===== src/rtl/boot_block_loader.sv =====
module boot_block_loader #(
  parameter int ADDR_W = 32
) (
  input  logic              clk,
  input  logic              rst,
  input  logic              load_go,
  input  logic [7:0]        in_data,
  input  logic              in_valid,
  output logic              in_ready,
  output logic              host_wait,
  output logic              mem_we,
  output logic [ADDR_W-1:0] mem_addr,
  output logic [7:0]        mem_wdata,
  output logic              done,
  output logic [ADDR_W-1:0] entry_addr
);
  localparam int HDR_LEN = 16;
  localparam int IDX_W   = $clog2(HDR_LEN);

  typedef enum logic [1:0] {S_IDLE, S_HDR, S_PAY, S_DONE} st_t;

  st_t               st;
  logic [IDX_W-1:0]  hidx;
  logic [31:0]       hdr_addr;
  logic [31:0]       hdr_cnt;
  logic              last_blk;
  logic [ADDR_W-1:0] cursor;
  logic [31:0]       left;

  wire take = in_valid & in_ready;

  assign in_ready  = (st == S_HDR) || (st == S_PAY);
  assign host_wait = ~in_ready;
  assign done      = (st == S_DONE);

  always_ff @(posedge clk) begin
    if (rst) begin
      st         <= S_IDLE;
      hidx       <= '0;
      hdr_addr   <= '0;
      hdr_cnt    <= '0;
      last_blk   <= 1'b0;
      cursor     <= '0;
      left       <= '0;
      mem_we     <= 1'b0;
      mem_addr   <= '0;
      mem_wdata  <= '0;
      entry_addr <= '0;
    end else begin
      mem_we <= 1'b0;
      case (st)
        S_IDLE: if (load_go) begin
          st   <= S_HDR;
          hidx <= '0;
        end
        S_HDR: if (take) begin
          hidx <= hidx + 1'b1;
          if (hidx < 4)
            hdr_addr[{hidx[1:0], 3'b000} +: 8] <= in_data;
          else if (hidx < 8)
            hdr_cnt[{hidx[1:0], 3'b000} +: 8] <= in_data;
          else if (hidx == 8)
            last_blk <= in_data[0];
          if (hidx == IDX_W'(HDR_LEN - 1)) begin
            cursor <= hdr_addr[ADDR_W-1:0];
            left   <= hdr_cnt;
            if (last_blk)
              entry_addr <= hdr_addr[ADDR_W-1:0];
            if (hdr_cnt != 0)
              st <= S_PAY;
            else if (last_blk)
              st <= S_DONE;
          end
        end
        S_PAY: if (take) begin
          mem_we    <= 1'b1;
          mem_addr  <= cursor;
          mem_wdata <= in_data;
          cursor    <= cursor + 1'b1;
          left      <= left - 1'b1;
          if (left == 32'd1)
            st <= last_blk ? S_DONE : S_HDR;
        end
        default: st <= S_DONE;
      endcase
    end
  end
endmodule



===== config.mk =====
export PLATFORM = sky130hd
export DESIGN_NAME = boot_block_loader
export DESIGN_NICKNAME = d
export VERILOG_FILES = /design/src/rtl/boot_block_loader.sv
export SDC_FILE = /design/constraint.sdc
export NUM_CORES = 1
export LEC_CHECK = 0
export ABC_AREA = 1
export BUFFER_PORTS_ARGS = -buffer_cell sky130_fd_sc_hd__clkbuf_2
export CAP_MARGIN = 20
export CORE_MARGIN = 2
export CORE_UTILIZATION = 53
export CTS_CLUSTER_SIZE = 10
export DETAILED_ROUTE_END_ITERATION = 8
export PLACE_DENSITY = 0.72
export SYNTH_ARGS = -nofsm -noshare
export SYNTH_HDL_FRONTEND = slang
export SYNTH_SLANG_ARGS = --single-unit
export TNS_END_PERCENT = 30

===== constraint.sdc =====
create_clock -name clk -period 2.49 [get_ports clk]
set_clock_uncertainty 0.1 [all_clocks]
set_input_delay 0.249 -clock clk [delete_from_list [all_inputs] [get_ports clk]]
set_output_delay 0.249 -clock clk [all_outputs]
set_load 0.05 [all_outputs]

==> flow_metrics.env, run 1 <==
export IMPL_status="finished, final reports clean"
export IMPL_setup_ws_ns=0.222
export IMPL_synthesis_nets=1536
export IMPL_drtIter0Drc=1052
export IMPL_firstDrtPassIters=5
export IMPL_n_fill_cell=1800
export IMPL_ys_types=35
export IMPL_r2r_end="hdr_addr[21]$_SDFFE_PP0P_"
export IMPL_initial_core_util_pct=54.0
export IMPL_antenna_found_initial=1
export IMPL_comb_power_share_pct=44.1
export IMPL_clk_latency_ns=0.54
export IMPL_synth_area_um2=10100
export IMPL_setup_tns_ns=0
export IMPL_nets=1602
export IMPL_finalCritPeriodShare_pct=91.1
export IMPL_grt_pass1_wl_mm=49.2
export IMPL_fmax_ghz=0.441
export IMPL_gr_usage_met1_pct=44.5
export IMPL_crit_path_start_kind="flip-flop"
export IMPL_die_w_um=142
export IMPL_cp_max_fo=14
export IMPL_yosys_warnings=0
export IMPL_critical_path_startpoint="hidx[0]$_SDFFE_PP0P_"
export IMPL_post_route_drc_count=0
export IMPL_vias=10200
export IMPL_synth_seq_cells=208
export IMPL_leakage_nw=4.66
export IMPL_drtAntennaViolNets=0
export IMPL_post_place_ws_ns=0.267
export IMPL_max_cap_violations=0
export IMPL_post_drt_via_cell_ratio=5.62
export IMPL_cts_resized=0
export IMPL_end_kind="flip-flop"
export IMPL_gr_total_overflow=0
export IMPL_top_usage_layer="met2"
export IMPL_place_congestion=0.943
export IMPL_io_buffers=87
export IMPL_root_buffer="clkbuf_16"
export IMPL_setup_viol=0
export IMPL_async_flop_share_pct=0
export IMPL_clkSinkCount=208
export IMPL_relSlewSlack_pct=50.0
export IMPL_min_to="hidx[3]$_SDFFE_PP0P_"
export IMPL_synth_area_per_cell_um2=6.69
export IMPL_gr_usage_met2_pct=48.1
export IMPL_min_period_ns=2.27
export IMPL_worstSetupPathType="reg -> reg"
export IMPL_final_layout_size_suffix_gt1_share_pct=10.3
export IMPL_area_growth_pct=13.6
export IMPL_htree_num_levels=1
export IMPL_grt_max_degree=61
export IMPL_drv_slew=0
export IMPL_vdd_drop_max_mv=0.830
export IMPL_rr_startpoint="hidx[0]$_SDFFE_PP0P_"
export IMPL_dieArea_um2=20200
export IMPL_rsz0062_at_grt="no"
export IMPL_hold_depth=6
export IMPL_p_int_w=0.00729
export IMPL_clockBufferDepth=3
export IMPL_power_density_nw_per_um2=1150
export IMPL_use_met3_pct=4.37
export IMPL_report_final_hold_viol_count=0
export IMPL_path_clk_slew_ns=0.05
export IMPL_yosysSeqAreaShare_pct=41.2
export IMPL_synth_cells=1511
export IMPL_diodes=0
export IMPL_grt_usage_pct=30.7
export IMPL_min_from="load_go"
export IMPL_required_ns=2.85
export IMPL_coreArea_um2=18700
export IMPL_crit_arrival_ns=2.63
export IMPL_synth_top_flop_cell="dfxtp_1"
export IMPL_r2r_setup_slack_ns=0.22
export IMPL_p_sw_w=0.00587
export IMPL_synth_edf_count=0
export IMPL_wl_mm=30.9
export IMPL_power_frac_clock_pct=25.0
export IMPL_hold_path_class="in -> reg"
export IMPL_hpwl_mm=22.3
export IMPL_cts_tree="yes"
export IMPL_cts_buffers_inserted=25
export IMPL_rows=50
export IMPL_reg2reg_depth=6
export IMPL_p_sw_share_pct=44.6
export IMPL_wire_per_inst_um=17.0
export IMPL_tightest_slew_ns=0.750
export IMPL_num_io_pins=88
export IMPL_grt_pass1_vias=9282
export IMPL_chipHeight_um=142
export IMPL_pwr_share_seq_pct=30.9
[Yosys cell counts (6+ instances only)]
cell / instances / area [um2]
nand3_1: 53 / 265
xor2_1: 6 / 52.6
nand4_1: 12 / 75.1
nand3b_1: 10 / 75.1
inv_2: 6 / 22.5
ha_1: 13 / 163
nor2_4: 7 / 78.8
nor3_1: 24 / 120
a21oi_1: 173 / 866
o21ai_0: 189 / 946
inv_1: 121 / 454
o22ai_1: 6 / 37.5
buf_2: 25 / 125
a211oi_1: 7 / 52.6
clkbuf_1: 42 / 158
nor2_1: 289 / 1080
nand2_1: 281 / 1050
dfxtp_1: 208 / 4160
[cells in the final DEF (no fill, tap or decap), drive strengths merged]
cell type and instances:
clkbuf 120, xor2 6, nand4 12, bufinv 1
o211ai 5, nand2 281, a21oi 173, o22ai 6
dfxtp 208, nand3 55, a211oi 8, o211a 1
o32ai 1, nor2 300, o21ai 193, nor3b 1
nand3b 10, inv 127, a31oi 4, clkinv 1
xnor2 2, ha 13, dlygate4sd3 7, or2 4
buf 21, nor3 25
[through the flow]
step	cells	power (W)	utilization [%]	hold WS (ns)	area, um2
floorplan	1511	0.00839	-	0.316	10100
detailed placement	1777	0.00980	57.2	0.364	10700
global placement	1777	0.00973	57.2	0.355	10700
CTS	1819	0.0131	61.4	0.0322	11500
global route	1819	0.0141	61.4	0.0863	11500
finish	1819	0.0132	61.4	0.0349	11500
[layer usage]
| layer | part of all wire (%) | vias to the layer above |
|---|---|---|
| met5 | 0 | - |
| met2 | 44 | 381 |
| met4 | 2.5 | 0 |
| met3 | 7.4 | 55 |
| met1 | 46 | 4712 |
| li1 | - | 5074 |
[power groups by stage]
stage,Clock (W),Sequential [W],Combinational [W]
after detailed placement,0,0.00412,0.00568
after CTS,0.00334,0.00405,0.00573
final,0.00330,0.00406,0.00580
after floorplan,0,0.00439,0.00400
after global placement,0,0.00411,0.00561
after global routing,0.00348,0.00411,0.00651
[worst max-delay path by stage]
| stage | cells after the start | slack, ns | endpoint |
|---|---|---|---|
| 2_1_floorplan | 9 | 0.14 | left[15]$_SDFFE_PP0P_ |
| 3_3_place_gp | 6 | 0.30 | hdr_addr[21]$_SDFFE_PP0P_ |
| 3_5_place_dp | 6 | 0.27 | hdr_addr[21]$_SDFFE_PP0P_ |
| 4_1_cts | 6 | 0.25 | hdr_addr[21]$_SDFFE_PP0P_ |
| 5_1_grt | 12 | 0.07 | left[24]$_SDFFE_PP0P_ |
| 6_report | 6 | 0.22 | hdr_addr[21]$_SDFFE_PP0P_ |
[sequential cells by signal (all words and copies together), names as in the netlist]
register	count
cursor	32
entry_addr	32
hdr_addr	32
hdr_cnt	32
hidx	4
last_blk	1
left	32
mem_addr	32
mem_wdata	8
mem_we	1
st	2
[cell families after synthesis]
family | count (synthesis) | share of synthesized area, %
flip-flops | 208 | 41.2
AND/OR/NAND/NOR | 688 | 28.3
AO/OA/AOI/OAI | 391 | 20.0
XOR/XNOR | 8 | 0.693
adder cells (fa/ha/maj) | 13 | 1.61
buffers and inverters | 203 | 8.26
[repair_timing]
item / CTS / global route
setup buffers: 0 / 0
hold buffers: 7 / 0
endpoints found under the hold margin: 8 / 0
[worst max-delay path, cell delays in order, from the launching register on]
cell     delay, ns
dfxtp_1       0.40
inv_1         0.16
ha_1          0.38
nand2_1       0.29
nor3_1        0.52
o21ai_0       0.19
a21oi_1       0.14
[cell type report]
| class | count | area, um2 | area share, % |
|---|---|---|---|
| Clock buffer | 33 | 656 | 5.71 |
| Clock inverter | 2 | 50.0 | 0.436 |
| Inverter | 127 | 478 | 4.16 |
| Multi-Input combinational cell | 1100 | 5110 | 44.5 |
| Sequential cell | 208 | 4160 | 36.3 |
| Tap cell | 234 | 293 | 2.55 |
| Timing Repair Buffer | 115 | 726 | 6.32 |
Note: power is estimated with default switching activity, not from simulation.
==> inputs of run 2 (changes only) <==
--- a/config.mk
+++ b/config.mk
@@ -5,7 +5,6 @@
 export SDC_FILE = /design/constraint.sdc
 export NUM_CORES = 1
 export LEC_CHECK = 0
-export ABC_AREA = 1
 export BUFFER_PORTS_ARGS = -buffer_cell sky130_fd_sc_hd__clkbuf_2
 export CAP_MARGIN = 20
 export CORE_MARGIN = 2
==> run 2 against run 1 <==
Clock-buffer cell count fell by 4. Wire length fell by 3.4%. Total power fell by 14%. Sequential share of layout area rose by 0.20 points. Sequential cell count did not move. Utilization rose by 2.2 points. Synthesized area fell by 3.9%. Die area fell by 3.8%. Critical path type unchanged. Clock power fell by 4%. Critical path depth did not move.
==> flow_metrics.env, run 2 <==
export IMPL_status="finished, final reports clean"
export IMPL_synth_top_family_by_area="simple AND/OR/NAND/NOR gates"
export IMPL_crit_buf_inv=0
export IMPL_final_layout_size_suffix_gt1_share_pct=15.5
export IMPL_cp_max_fo=3
export IMPL_antenna_found_initial=0
export IMPL_crit_path_start_kind="flip-flop"
export IMPL_drv_slew=0
export IMPL_area_growth_pct=17.7
export IMPL_totalPowerFinal_w=0.0114
export IMPL_n_fill_cell=1591
export IMPL_htree_num_levels=1
export IMPL_ff_latch_area_um2=4170
export IMPL_rows=49
export IMPL_ys_types=61
export IMPL_yosys_warnings=0
export IMPL_async_flop_share_pct=0
export IMPL_yosys_top_cells_area="dfxtp_1 43%, nand2_1 9.3%, a21oi_1 7.8%"
export IMPL_wire_per_inst_um=19.1
export IMPL_cts_tree="yes"
export IMPL_wl_mm=29.8
export IMPL_synth_compound_area_share_pct=19.5
export IMPL_synth_top_cell_area_share_pct=42.9
export IMPL_setup_tns_ns=0
export IMPL_layout_commonest_cell="nand2_1"
export IMPL_rsz0062_at_grt="yes"
export IMPL_grt_pass1_vias=8890
export IMPL_end_kind="flip-flop"
export IMPL_dieArea_um2=19400
export IMPL_clockBufferDepth=3
export IMPL_muxShareOfSynthArea_pct=5.31
export IMPL_yosysSeqAreaShare_pct=42.9
export IMPL_cts_buffers_inserted=25
export IMPL_vdd_drop_max_mv=0.710
export IMPL_critPathSlowestCell="or4b_2"
export IMPL_post_drt_via_cell_ratio=6.15
export IMPL_drtIter0Drc=1028
export IMPL_place_congestion=0.934
export IMPL_vias=9612
export IMPL_report_final_hold_viol_count=0
export IMPL_yosysMostFrequentCell="nand2_1"
export IMPL_yosys_area_share_simple_pct=25.8
export IMPL_required_ns=2.84
export IMPL_synth_edf_count=0
export IMPL_hpwl_mm=20.5
export IMPL_hold_depth=3
export IMPL_grt_usage_pct=29.9
export IMPL_synthAdderAreaFrac_pct=1.68
export IMPL_gr_total_overflow=0
export IMPL_path_clk_slew_ns=0.06
export IMPL_initial_core_util_pct=54.0
export IMPL_firstDrtPassIters=5
export IMPL_io_buffers=87
export IMPL_clk_latency_ns=0.52
export IMPL_grt_max_degree=101
export IMPL_reg2reg_depth=6
export IMPL_layout_common_cells="238 x nand2_1, 205 x dfxtp_1, 152 x a21oi_1"
export IMPL_die_w_um=139
export IMPL_root_buffer="clkbuf_16"
export IMPL_fmax_ghz=0.414
export IMPL_num_io_pins=88
export IMPL_clkSinkCount=208
export IMPL_synth_top_flop_cell="dfxtp_1"
export IMPL_coreArea_um2=18000
export IMPL_synth_area_um2=9710
export IMPL_yosysTopAreaCell="dfxtp_1"
export IMPL_rr_startpoint="cursor[0]$_SDFFE_PP0P_"
export IMPL_grt_pass1_wl_mm=47.7
export IMPL_chipHeight_um=139
export IMPL_diodes=0
export IMPL_r2r_setup_slack_ns=0.08
export IMPL_worstSetupPathType="reg -> reg"
export IMPL_finalCritPeriodShare_pct=96.9
export IMPL_min_period_ns=2.41
export IMPL_synth_area_per_cell_um2=7.83
export IMPL_r2r_end="cursor[30]$_SDFFE_PP0P_"
export IMPL_nets=1356
export IMPL_crit_arrival_ns=2.76
export IMPL_power_density_nw_per_um2=996
export IMPL_min_from="in_data[7]"
export IMPL_hold_path_class="in -> reg"
export IMPL_setup_viol=0
export IMPL_drtAntennaViolNets=0
export IMPL_post_route_drc_count=0
export IMPL_synth_cells=1240
export IMPL_relSlewSlack_pct=64.6
export IMPL_critPathMaxStageDelay_ns=0.65
export IMPL_synth_seq_cells=208
export IMPL_tightest_slew_ns=0.531
export IMPL_cp_top_family="simple AND/OR/NAND/NOR gates"
export IMPL_multi_input_area_um2=5140
export IMPL_hold_slack_ns=0.0320
export IMPL_path_cells="ha_1 > and3_1 > nand4_1 > or4_1 > or4b_2 > o211ai_1"
export IMPL_synth_xor_area_share_pct=0.271
export IMPL_min_to="mem_wdata[7]$_SDFFE_PP0P_"
export IMPL_synthesis_nets=1265
export IMPL_leakage_nw=4.22
export IMPL_synth_top_cells_by_count="240 x nand2_1, 208 x dfxtp_1, 152 x a21oi_1, 88 x clkbuf_1, 79 x nor2_1"
export IMPL_max_cap_violations=0
[run 2: changes by cell type in the layout (fill, tap and decap cells not counted), sizes merged, moves of 14 or more]
cell / previous run / this run
nor2: 300 / 79
or4: 0 / 14
nor4: 0 / 19
nand2: 281 / 241
o21ai: 193 / 42
a31oi: 4 / 23
buf: 21 / 70
and2: 0 / 35
nand4: 12 / 26
mux2i: 0 / 47
inv: 127 / 22
a21oi: 173 / 152
[run 2: layout make-up]
class                      instances  area share [%]
timing repair buffer             161            9.38
multi-input combinational        914            45.0
sequential                       208            36.5
inverter                          21           0.690
clock buffer                      29            5.78
clock inverter                     2           0.153
tap                              229            2.51
[run 2: worst max path at each step]
stage / start / cells past startpoint / endpoint
after global routing: cursor[0]$_SDFFE_PP0P_ / 6 / cursor[30]$_SDFFE_PP0P_
after global placement: left[20]$_SDFFE_PP0P_ / 5 / left[27]$_SDFFE_PP0P_
final: cursor[0]$_SDFFE_PP0P_ / 6 / cursor[30]$_SDFFE_PP0P_
after detailed placement: left[20]$_SDFFE_PP0P_ / 5 / left[27]$_SDFFE_PP0P_
after floorplan: left[20]$_SDFFE_PP0P_ / 7 / left[27]$_SDFFE_PP0P_
after CTS: left[20]$_SDFFE_PP0P_ / 5 / left[27]$_SDFFE_PP0P_
[run 2: logic make-up (layout without fill, tap and decap cells)]
logic type      Yosys count  after routing
flops                   208            208
fa+ha+maj                13             13
simple gates            532            532
mux                      51             51
buf+inv                 118            213
compound gates          315            315
xor+xnor                  3              3
[run 2: metrics by stage]
stage / worst slack (ns) / std cells / utilization, % / instance area [um2]
finish: 0.0773 / 1564 / 63.6 / 11400
global route: -0.0580 / 1564 / 63.6 / 11400
CTS: 0.000909 / 1562 / 63.4 / 11400
detailed placement: 0.00293 / 1526 / 59.4 / 10700
global placement: 0.0478 / 1526 / 59.4 / 10700
floorplan: -0.0869 / 1240 / - / 9730
[run 2: timing repair]
item	in CTS	in global routing
gates resized for setup	0	5
endpoints found under the hold margin	7	0
setup buffers	0	2
hold buffers	5	0
endpoints found under the setup margin	0	17
[run 2: worst reg2reg max path, delay by kind of cell, from the launching register on]
kind                       cells  cell delay (ns)
and+or+nand+nor                4             1.61
AOI/OAI and AO/OA              1             0.11
adders and majority gates      1             0.19
DFF                            1             0.33
[run 2: per-layer routing]
layer / wire (um) / GRT usage (%) / share of wire (%)
met1: 12800 / 42.5 / 43
met2: 13400 / 46.2 / 45
met3: 2860 / 5.23 / 9.6
met4: 829 / 10.2 / 2.8
met5: 0 / 0 / 0
[run 2: where the power goes]
part	internal (W)	switching, W
registers	0.00353	0.000174
logic	0.00156	0.00294
clock network	0.00184	0.00134
==> inputs of run 3 (changes only) <==
--- a/config.mk
+++ b/config.mk
@@ -7,6 +7,7 @@
 export LEC_CHECK = 0
 export BUFFER_PORTS_ARGS = -buffer_cell sky130_fd_sc_hd__clkbuf_2
 export CAP_MARGIN = 20
+export CORE_ASPECT_RATIO = 0.5
 export CORE_MARGIN = 2
 export CORE_UTILIZATION = 53
 export CTS_CLUSTER_SIZE = 10
==> run 3 against run 2 <==
Total power down 2.5%. Combinational power decreased by 4%. Largest power group unchanged. Sequential cell count did not move. Critical endpoint is now left[30]$_SDFFE_PP0P_. Fmax decreased by 0.11%. Final area shrank 0.67%. Highest routed layer unchanged. Worst hold slack got worse by 0.016 ns.
==> flow_metrics.env, run 3 (synthesized netlist as in run 2, its figures left out) <==
export IMPL_nets=1347
export IMPL_cp_depth=6
export IMPL_critical_path_startpoint="left[20]$_SDFFE_PP0P_"
export IMPL_post_place_ws_ns=-0.0470
export IMPL_hold_path_class="in -> reg"
export IMPL_cp_max_fo=6
export IMPL_tightest_slew_ns=0.639
export IMPL_hpwl_mm=21.4
export IMPL_crit_buf_inv=1
export IMPL_grt_usage_pct=31.2
export IMPL_rows=34
export IMPL_initial_core_util_pct=55.0
export IMPL_place_congestion=0.937
export IMPL_n_fill_cell=1527
export IMPL_post_route_drc_count=0
export IMPL_clkSinkCount=208
export IMPL_leakage_nw=4.17
export IMPL_post_cts_buffers=0
export IMPL_layout_commonest_cell="nand2_1"
export IMPL_hold_depth=3
export IMPL_wire_per_inst_um=19.5
export IMPL_relSlewSlack_pct=57.4
export IMPL_r2r_setup_slack_ns=0.07
export IMPL_worstSetupPathType="reg -> reg"
export IMPL_wl_mm=30.3
export IMPL_endpoint="left[30]$_SDFFE_PP0P_"
export IMPL_cts_tree="yes"
export IMPL_chipHeight_um=99.7
export IMPL_report_final_hold_viol_count=0
export IMPL_setup_tns_ns=0
export IMPL_grt_pass1_wl_mm=48.0
export IMPL_rr_startpoint="left[20]$_SDFFE_PP0P_"
export IMPL_drv_slew=0
export IMPL_drtIter0Drc=1207
export IMPL_end_kind="flip-flop"
export IMPL_area_growth_pct=16.9
export IMPL_power_frac_clock_pct=27.7
export IMPL_cp_top_family="simple AND/OR/NAND/NOR gates"
export IMPL_firstDrtPassIters=6
export IMPL_path_clk_slew_ns=0.06
export IMPL_reg2reg_depth=6
export IMPL_drtAntennaViolNets=0
export IMPL_setup_ws_ns=0.0746
export IMPL_gr_total_overflow=0
export IMPL_r2r_end="left[30]$_SDFFE_PP0P_"
export IMPL_clk_latency_ns=0.53
export IMPL_pwr_share_seq_pct=33.6
export IMPL_crit_arrival_ns=2.75
export IMPL_coreArea_um2=17700
export IMPL_fmax_ghz=0.414
export IMPL_final_layout_size_suffix_gt1_share_pct=15.1
export IMPL_dieArea_um2=19500
export IMPL_die_w_um=195
export IMPL_power_density_nw_per_um2=978
export IMPL_critPathMaxStageDelay_ns=0.53
export IMPL_root_buffer="clkbuf_16"
export IMPL_p_sw_share_pct=39.2
export IMPL_grt_max_degree=81
export IMPL_layout_common_cells="239 x nand2_1, 205 x dfxtp_1, 152 x a21oi_1"
export IMPL_num_io_pins=88
export IMPL_finalCritPeriodShare_pct=97.0
export IMPL_p_sw_w=0.00435
export IMPL_critPathSlowestCell="or4_4"
export IMPL_comb_power_share_pct=38.7
export IMPL_grt_pass1_vias=8642
export IMPL_io_buffers=87
export IMPL_crit_path_start_kind="flip-flop"
export IMPL_min_period_ns=2.42
export IMPL_path_cells="or4_4 > buf_4 > nor4_2 > nand3_1 > or4_1 > a31oi_1"
export IMPL_status="finished, final reports clean"
export IMPL_required_ns=2.83
export IMPL_setup_viol=0
export IMPL_vdd_drop_max_mv=0.517
export IMPL_max_cap_violations=0
export IMPL_htree_num_levels=1
export IMPL_diodes=0
export IMPL_vias=9607
export IMPL_rsz0062_at_grt="no"
export IMPL_cts_buffers_inserted=24
export IMPL_antenna_found_initial=0
export IMPL_clockBufferDepth=3
export IMPL_post_drt_via_cell_ratio=6.17
export IMPL_p_int_w=0.00675
==> run 3: worst min-delay path: cells and delay by family <==
kind,cells,cell delay (ns)
buffers and inverters,1,0.18
and+or+nand+nor,1,0.10
AOI/OAI and AO/OA,1,0.05
==> run 3: metrics by stage <==
stage	cell area (um2)	instances	hold slack [ns]	util (%)	power, W
6_report	11400	1556	0.0157	64.3	0.0111
5_1_grt	11400	1556	0.0132	64.3	0.0117
3_5_place_dp	10600	1525	0.346	60.2	0.00793
4_1_cts	11300	1556	0.00312	64.2	0.0110
3_3_place_gp	10600	1525	0.341	60.2	0.00785
2_1_floorplan	9730	1240	0.285	-	0.00659
==> run 3: how the worst min path moves through the flow <==
stage	start	endpoint	slack (ns)
after detailed placement	entry_addr[7]$_SDFFE_PP0P_	entry_addr[7]$_SDFFE_PP0P_	0.35
after global placement	mem_addr[7]$_SDFFE_PP0P_	mem_addr[7]$_SDFFE_PP0P_	0.34
after floorplan	in_data[0]	mem_wdata[0]$_SDFFE_PP0P_	0.29
after CTS	in_data[3]	hdr_cnt[27]$_SDFFE_PP0P_	0.003
after global routing	in_data[3]	mem_wdata[3]$_SDFFE_PP0P_	0.01
final	in_data[0]	mem_wdata[0]$_SDFFE_PP0P_	0.02
==> run 3: repair_timing <==
item | 4_1_cts | 5_1_grt
hold buffers | 5 | 0
resized for setup | 1 | 6
hold endpoints to repair | 6 | 0
pin swaps | 0 | 1
cloned | 0 | 0
endpoints found under the setup margin | 3 | 24
==> run 3: routing by layer <==
| layer | wire [um] | track usage (%) | part of all wire (%) | vias up |
|---|---|---|---|---|
| li1 | - | - | - | 4547 |
| met1 | 14400 | 49.3 | 47 | 4556 |
| met2 | 11900 | 42.2 | 39 | 464 |
| met3 | 3560 | 7.49 | 12 | 40 |
| met4 | 473 | 5.81 | 1.6 | 0 |
| met5 | 0 | 0 | 0 | - |
==> run 3: power by group through the flow <==
stage                     Combinational, W  Clock (W)  Sequential, W
after floorplan                    0.00275          0        0.00384
after global placement             0.00408          0        0.00377
after detailed placement           0.00415          0        0.00378
after CTS                          0.00419    0.00311        0.00371
after global routing               0.00468    0.00324        0.00375
final                              0.00430    0.00308        0.00372
==> run 3: layout make-up <==
| cell class | instances | area, um2 | area share (%) |
|---|---|---|---|
| Timing Repair Buffer | 153 | 1010 | 8.92 |
| Sequential cell | 208 | 4170 | 36.7 |
| Clock inverter | 1 | 30.0 | 0.265 |
| Multi-Input combinational cell | 914 | 5150 | 45.4 |
| Clock buffer | 25 | 614 | 5.41 |
| Inverter | 21 | 78.8 | 0.694 |
| Tap cell | 234 | 293 | 2.58 |
